### src/rtl/clkpark_pkg.sv
package clkpark_pkg;
  typedef enum logic {
    MODE_RUN  = 1'b0,
    MODE_PARK = 1'b1
  } mode_e;
endpackage

### src/rtl/clkpark_sync.sv
module clkpark_sync #(
  parameter int STAGES = 2
) (
  input  logic clk,
  input  logic rst,
  input  logic async_i,
  output logic sync_o
);
  logic [STAGES-1:0] chain_q;

  genvar g;
  generate
    for (g = 0; g < STAGES; g++) begin : g_stage
      if (g == 0) begin : g_first
        always_ff @(posedge clk) begin
          if (rst) chain_q[g] <= 1'b0;
          else     chain_q[g] <= async_i;
        end
      end else begin : g_rest
        always_ff @(posedge clk) begin
          if (rst) chain_q[g] <= 1'b0;
          else     chain_q[g] <= chain_q[g-1];
        end
      end
    end
  endgenerate

  assign sync_o = chain_q[STAGES-1];
endmodule

### src/rtl/clkpark_timer.sv
module clkpark_timer #(
  parameter int HIGH_LIMIT = 8,
  localparam int CNT_W = $clog2(HIGH_LIMIT + 1)
) (
  input  logic clk,
  input  logic rst,
  input  logic lvl_i,
  output logic expire_o
);
  localparam logic [CNT_W-1:0] LIM_V = CNT_W'(HIGH_LIMIT);

  logic [CNT_W-1:0] cnt_q, cnt_d;

  // A sampled low clears the measure; a high counts up and saturates.
  always_comb begin
    if (!lvl_i)              cnt_d = '0;
    else if (cnt_q == LIM_V) cnt_d = cnt_q;
    else                     cnt_d = cnt_q + 1'b1;
  end

  always_ff @(posedge clk) begin
    if (rst) cnt_q <= '0;
    else     cnt_q <= cnt_d;
  end

  assign expire_o = (cnt_q == LIM_V);

  assert_cnt_bounded_R4: assert property (@(posedge clk) disable iff (rst)
    cnt_q <= LIM_V);

  // a non-zero measure only follows a sampled high level
  assert_cnt_needs_high_R8: assert property (@(posedge clk) disable iff (rst)
    (cnt_q != '0) |-> $past(lvl_i));
endmodule

### src/rtl/clkpark_fsm.sv
module clkpark_fsm
  import clkpark_pkg::*;
(
  input  logic clk,
  input  logic rst,
  input  logic lvl_i,
  input  logic expire_i,
  output logic standby_o,
  output logic power_en_o,
  output logic wake_o
);
  mode_e mode_q, mode_d;
  logic  pen_q, wake_q;

  always_comb begin
    mode_d = mode_q;
    unique case (mode_q)
      MODE_RUN:  if (expire_i && lvl_i) mode_d = MODE_PARK;
      MODE_PARK: if (!lvl_i)            mode_d = MODE_RUN;
      default:                          mode_d = MODE_RUN;
    endcase
  end

  always_ff @(posedge clk) begin
    if (rst) begin
      mode_q <= MODE_RUN;
      pen_q  <= 1'b1;
      wake_q <= 1'b0;
    end else begin
      mode_q <= mode_d;
      pen_q  <= (mode_d == MODE_RUN);
      wake_q <= (mode_q == MODE_PARK) && (mode_d == MODE_RUN);
    end
  end

  assign standby_o  = (mode_q == MODE_PARK);
  assign power_en_o = pen_q;
  assign wake_o     = wake_q;

  assert_park_needs_expiry_R3: assert property (@(posedge clk) disable iff (rst)
    $rose(standby_o) |-> $past(expire_i && lvl_i));

  assert_wake_needs_low_R5: assert property (@(posedge clk) disable iff (rst)
    $fell(standby_o) |-> $past(!lvl_i));

  assert_wake_on_exit_R6: assert property (@(posedge clk) disable iff (rst)
    wake_o |-> (!standby_o && $past(standby_o)));

  assert_wake_single_R6: assert property (@(posedge clk) disable iff (rst)
    wake_o |=> !wake_o);
endmodule

### src/rtl/clkpark_detect.sv
module clkpark_detect #(
  parameter int HIGH_LIMIT     = 8,
  parameter int LEGAL_HIGH_MAX = 6,
  parameter int SYNC_STAGES    = 2
) (
  input  logic ref_clk,
  input  logic rst,
  input  logic dom_clk,
  output logic power_en,
  output logic standby,
  output logic wake_pulse
);
  generate
    if (HIGH_LIMIT <= LEGAL_HIGH_MAX) begin : g_bad_limit
      $error("HIGH_LIMIT must exceed the longest legal high phase");
    end
  endgenerate

  logic lvl_s;
  logic expire_s;

  clkpark_sync #(.STAGES(SYNC_STAGES)) u_sync (
    .clk     (ref_clk),
    .rst     (rst),
    .async_i (dom_clk),
    .sync_o  (lvl_s)
  );

  clkpark_timer #(.HIGH_LIMIT(HIGH_LIMIT)) u_timer (
    .clk      (ref_clk),
    .rst      (rst),
    .lvl_i    (lvl_s),
    .expire_o (expire_s)
  );

  clkpark_fsm u_fsm (
    .clk        (ref_clk),
    .rst        (rst),
    .lvl_i      (lvl_s),
    .expire_i   (expire_s),
    .standby_o  (standby),
    .power_en_o (power_en),
    .wake_o     (wake_pulse)
  );

  assert_enable_complement_R7: assert property (@(posedge ref_clk) disable iff (rst)
    power_en != standby);
endmodule

### config.mk
export PLATFORM = sky130hd
export DESIGN_NAME = clkpark_detect
export DESIGN_NICKNAME = d
export VERILOG_FILES = /design/src/rtl/clkpark_pkg.sv /design/src/rtl/clkpark_sync.sv /design/src/rtl/clkpark_timer.sv /design/src/rtl/clkpark_fsm.sv /design/src/rtl/clkpark_detect.sv
export SDC_FILE = /design/constraint.sdc
export NUM_CORES = 1
export LEC_CHECK = 0
export BUFFER_PORTS_ARGS = -buffer_cell sky130_fd_sc_hd__buf_2
export CORE_UTILIZATION = 30
export CTS_BUF_LIST = sky130_fd_sc_hd__clkbuf_8
export DETAILED_ROUTE_END_ITERATION = 8
export PLACE_DENSITY_LB_ADDON = 0.1
export SLEW_MARGIN = 20
export SYNTH_ARGS = -nofsm -noshare
export SYNTH_HDL_FRONTEND = slang
export SYNTH_HIERARCHICAL = 1
export SYNTH_SLANG_ARGS = --single-unit
### constraint.sdc
create_clock -name ref_clk -period 1.5 [get_ports ref_clk]
set_clock_uncertainty 0.05 [all_clocks]
set_input_delay 0.225 -clock ref_clk [delete_from_list [all_inputs] [get_ports ref_clk]]
set_output_delay 0.225 -clock ref_clk [all_outputs]
set_load 0.02 [all_outputs]
==> impl_metrics.csv <==
group,metric,value,unit
power,p_int,430,uW
critical_path,crit_path_max_fanout,5,
power,switching_share,0.190,
critical_path,r2r-start,"u_timer/cnt_q[0]",
critical_path,max_stage_delay,390,ps
power,p_per_area,1110,nW/um2
cts,cts_setup_buffers,0,
logic_synthesis,ys_ff_latch,9,
logic_synthesis,synth_cells,33,
cells_and_area,diodes,0,
cts,cts_buffers,3,
power,pwr-share-comb,0.032,
cells_and_area,num-fill-cells,113,
floorplanning,io_pins,6,
timing,rsz0062_at_grt,"false",
logic_synthesis,synth-simple-area-share,0.279,
logic_synthesis,synth_top_family_by_area,"simple AND/OR/NAND/NOR gates",
drt,drt_pass1_iterations,4,
run,drv_cap,0,
logic_synthesis,synthMuxAreaShare,0.0762,
timing,tns,0,ps
logic_synthesis,syn_avg_cell_area,11.9,um2
power,seqPwrFrac,0.464,
cts,htreeDepth,1,
timing,maxSlewViolCount,0,
critical_path,cpMaxStageDelayCell,"dfxtp_1",
cells_and_area,layout_commonest_cell,"dfxtp_1",
drt,wl_per_cell,10.9,um
placed_design,io_buffers,5,
timing,relSlewSlack,0.811,
drt,dr.first_iter.drc_count,1,
placed_design,globalplace.congestion,0.698,
hold_path,hold_path_class,"input pin to flip-flop",
cts,path_clk_slew,50,ps
cells_and_area,drive_above_1_share,0.262,
cts,cts_root_buf,"clkbuf_8",
drt,drc_errors,0,
cts,tritoncts,"built",
critical_path,cp.required,1590,ps
logic_synthesis,synth-adder-area-share,0.0635,
drt,vias,269,
critical_path,arrival,1400,ps
critical_path,worstSetupEndpoint,"u_timer/cnt_q[2]",
cts,hold_buffers,0,
timing,worst_pin_slew,283,ps
cts,cts_num_sinks,9,
cells_and_area,final_cell_mix,"dfxtp_1, buf_2, inv_1, nand3b_1",
timing,holdWs,165,ps
cells_and_area,multi_input_area,191,um2
power,p_total,531,uW
global_routing,antenna_found_initial,0,
logic_synthesis,yosysUniqueCellTypes,15,
critical_path,worst-setup-path-type,"flip-flop to flip-flop",
global_routing,grt_max_degree,12,
critical_path,reg2reg_depth,4,
critical_path,endpoint_kind,"flip-flop",
power,vdd_drop_max,0.000516,V
logic_synthesis,syn-num-nets,38,
floorplanning,start_util,0.341,
power,p_switching,101,uW
timing,max_freq,0.762,GHz
power,power_frac_clock,0.504,
critical_path,r2r_slack,190,ps
cells_and_area,regArea,180,um2
floorplanning,core,1160,um2
global_routing,grt-ovfl-total,0,
placed_design,dp_slack,190,ps
drt,vias_per_cell,4.80,
placed_design,dp_hpwl,438,um
timing,setup_slack,188,ps
timing,post-route-period-util,0.875,
critical_path,reg2reg_to,"u_timer/cnt_q[2]",
floorplanning,die_w,38.2,um
timing,hold_viol,0,
logic_synthesis,synth_xor_area_frac,0.0222,
power,p_leak,0.000208,uW
drt,ant_nets,0,
logic_synthesis,synth_area,394,um2
floorplanning,core.rowCount,12,
logic_synthesis,ys.warnings.count,6,
critical_path,critPathLaunch,"u_timer/cnt_q[0]",
cells_and_area,fin_nets,48,
timing,fin_crit,1310,ps
logic_synthesis,ys_seq_area_frac,0.457,
critical_path,crit_path_cell_trace,"inv_1 > ha_1 > and3b_1 > nor4b_4",
cells_and_area,area_growth,21.3,%
drt,routed_wl,611,um
run_status,status,"finished clean",
logic_synthesis,synth_compound_area_frac,0.0444,
floorplanning,die_area,1460,um2
cts,clkLatencyLatePin,230,ps
cts,clk_path_buf_depth,2,
floorplanning,die_y,38.2,um
critical_path,start_kind,"flip-flop",
global_routing,grt_pass1_wl,1060,um
cts,post_cts_resize_count,0,
global_routing,grt_use_total,0.118,
timing,finalSetupViolCount,0,
global_routing,grt_pass1_vias,267,
[worst min-delay path by stage]
stage	from	end	cells after the start	slack, ps
5_1_grt	dom_clk	u_sync/chain_q[0]	2	180
3_5_place_dp	u_sync/chain_q[0]	u_sync/sync_o	1	380
6_report	dom_clk	u_sync/chain_q[0]	2	160
3_3_place_gp	u_sync/chain_q[0]	u_sync/sync_o	1	370
4_1_cts	dom_clk	u_sync/chain_q[0]	2	160
2_1_floorplan	rst	u_fsm/wake_o	1	250
[critical path: cells and delay by family (launching register included)]
kind	cells	cell delay (ps)
adder cells (fa/ha/maj)	1	190
buffers and inverters	1	60
flip-flops	1	390
AND/OR/NAND/NOR	2	540
[flip-flops by register name, summed over array words and instances (netlist names)]
register,count
u_sync/sync_o,1
u_sync/chain_q,1
u_fsm/wake_o,1
u_timer/cnt_q,4
u_fsm/standby_o,1
u_fsm/power_en_o,1
[synthesized netlist by cell type (all sizes together)]
library cell,count,share of area
dfxtp,9,0.46
nor4b,1,0.060
nand3,1,0.013
ha,2,0.063
and3b,1,0.022
o211a,1,0.025
nor3b,1,0.032
mux2i,3,0.076
nand3b,4,0.076
nor2b,2,0.032
xnor2,1,0.022
or3b,2,0.044
buf,1,0.029
inv,3,0.029
o211ai,1,0.019
[kinds of logic after synthesis]
kind of cell | Yosys count
fa+ha+maj | 2
mux | 3
flops | 9
compound gates | 2
simple gates | 12
buf+inv | 4
xor+xnor | 1
[metrics by stage]
stage	std cells	instance area, um2	utilization
after floorplan	33	394	-
after global placement	52	433	0.374
after detailed placement	52	433	0.374
after CTS	56	478	0.413
after global routing	56	478	0.413
final	56	478	0.413
[power by group through the flow]
| stage | Sequential [uW] | Combinational (uW) | Clock, uW |
|---|---|---|---|
| after CTS | 247 | 17.0 | 275 |
| after global placement | 251 | 16.2 | 0 |
| final | 246 | 16.8 | 268 |
| after detailed placement | 251 | 16.9 | 0 |
| after floorplan | 251 | 7.32 | 0 |
| after global routing | 247 | 18.8 | 297 |
[routing by layer]
layer	vias to the layer above	routed length (um)	GRT usage
li1	135	-	-
met1	128	279	0.108
met2	6	294	0.191
met3	0	37	0.0698
met4	0	0	0.0804
met5	-	0	0
[layout make-up]
type                       instances  share of cell area
multi-input combinational         20               0.401
sequential                         9               0.377
clock buffer                       3              0.0864
timing repair buffer               6              0.0681
tap                               14              0.0366
inverter                           3              0.0236
clock inverter                     1             0.00785
Power figures use the tool's default switching activity.
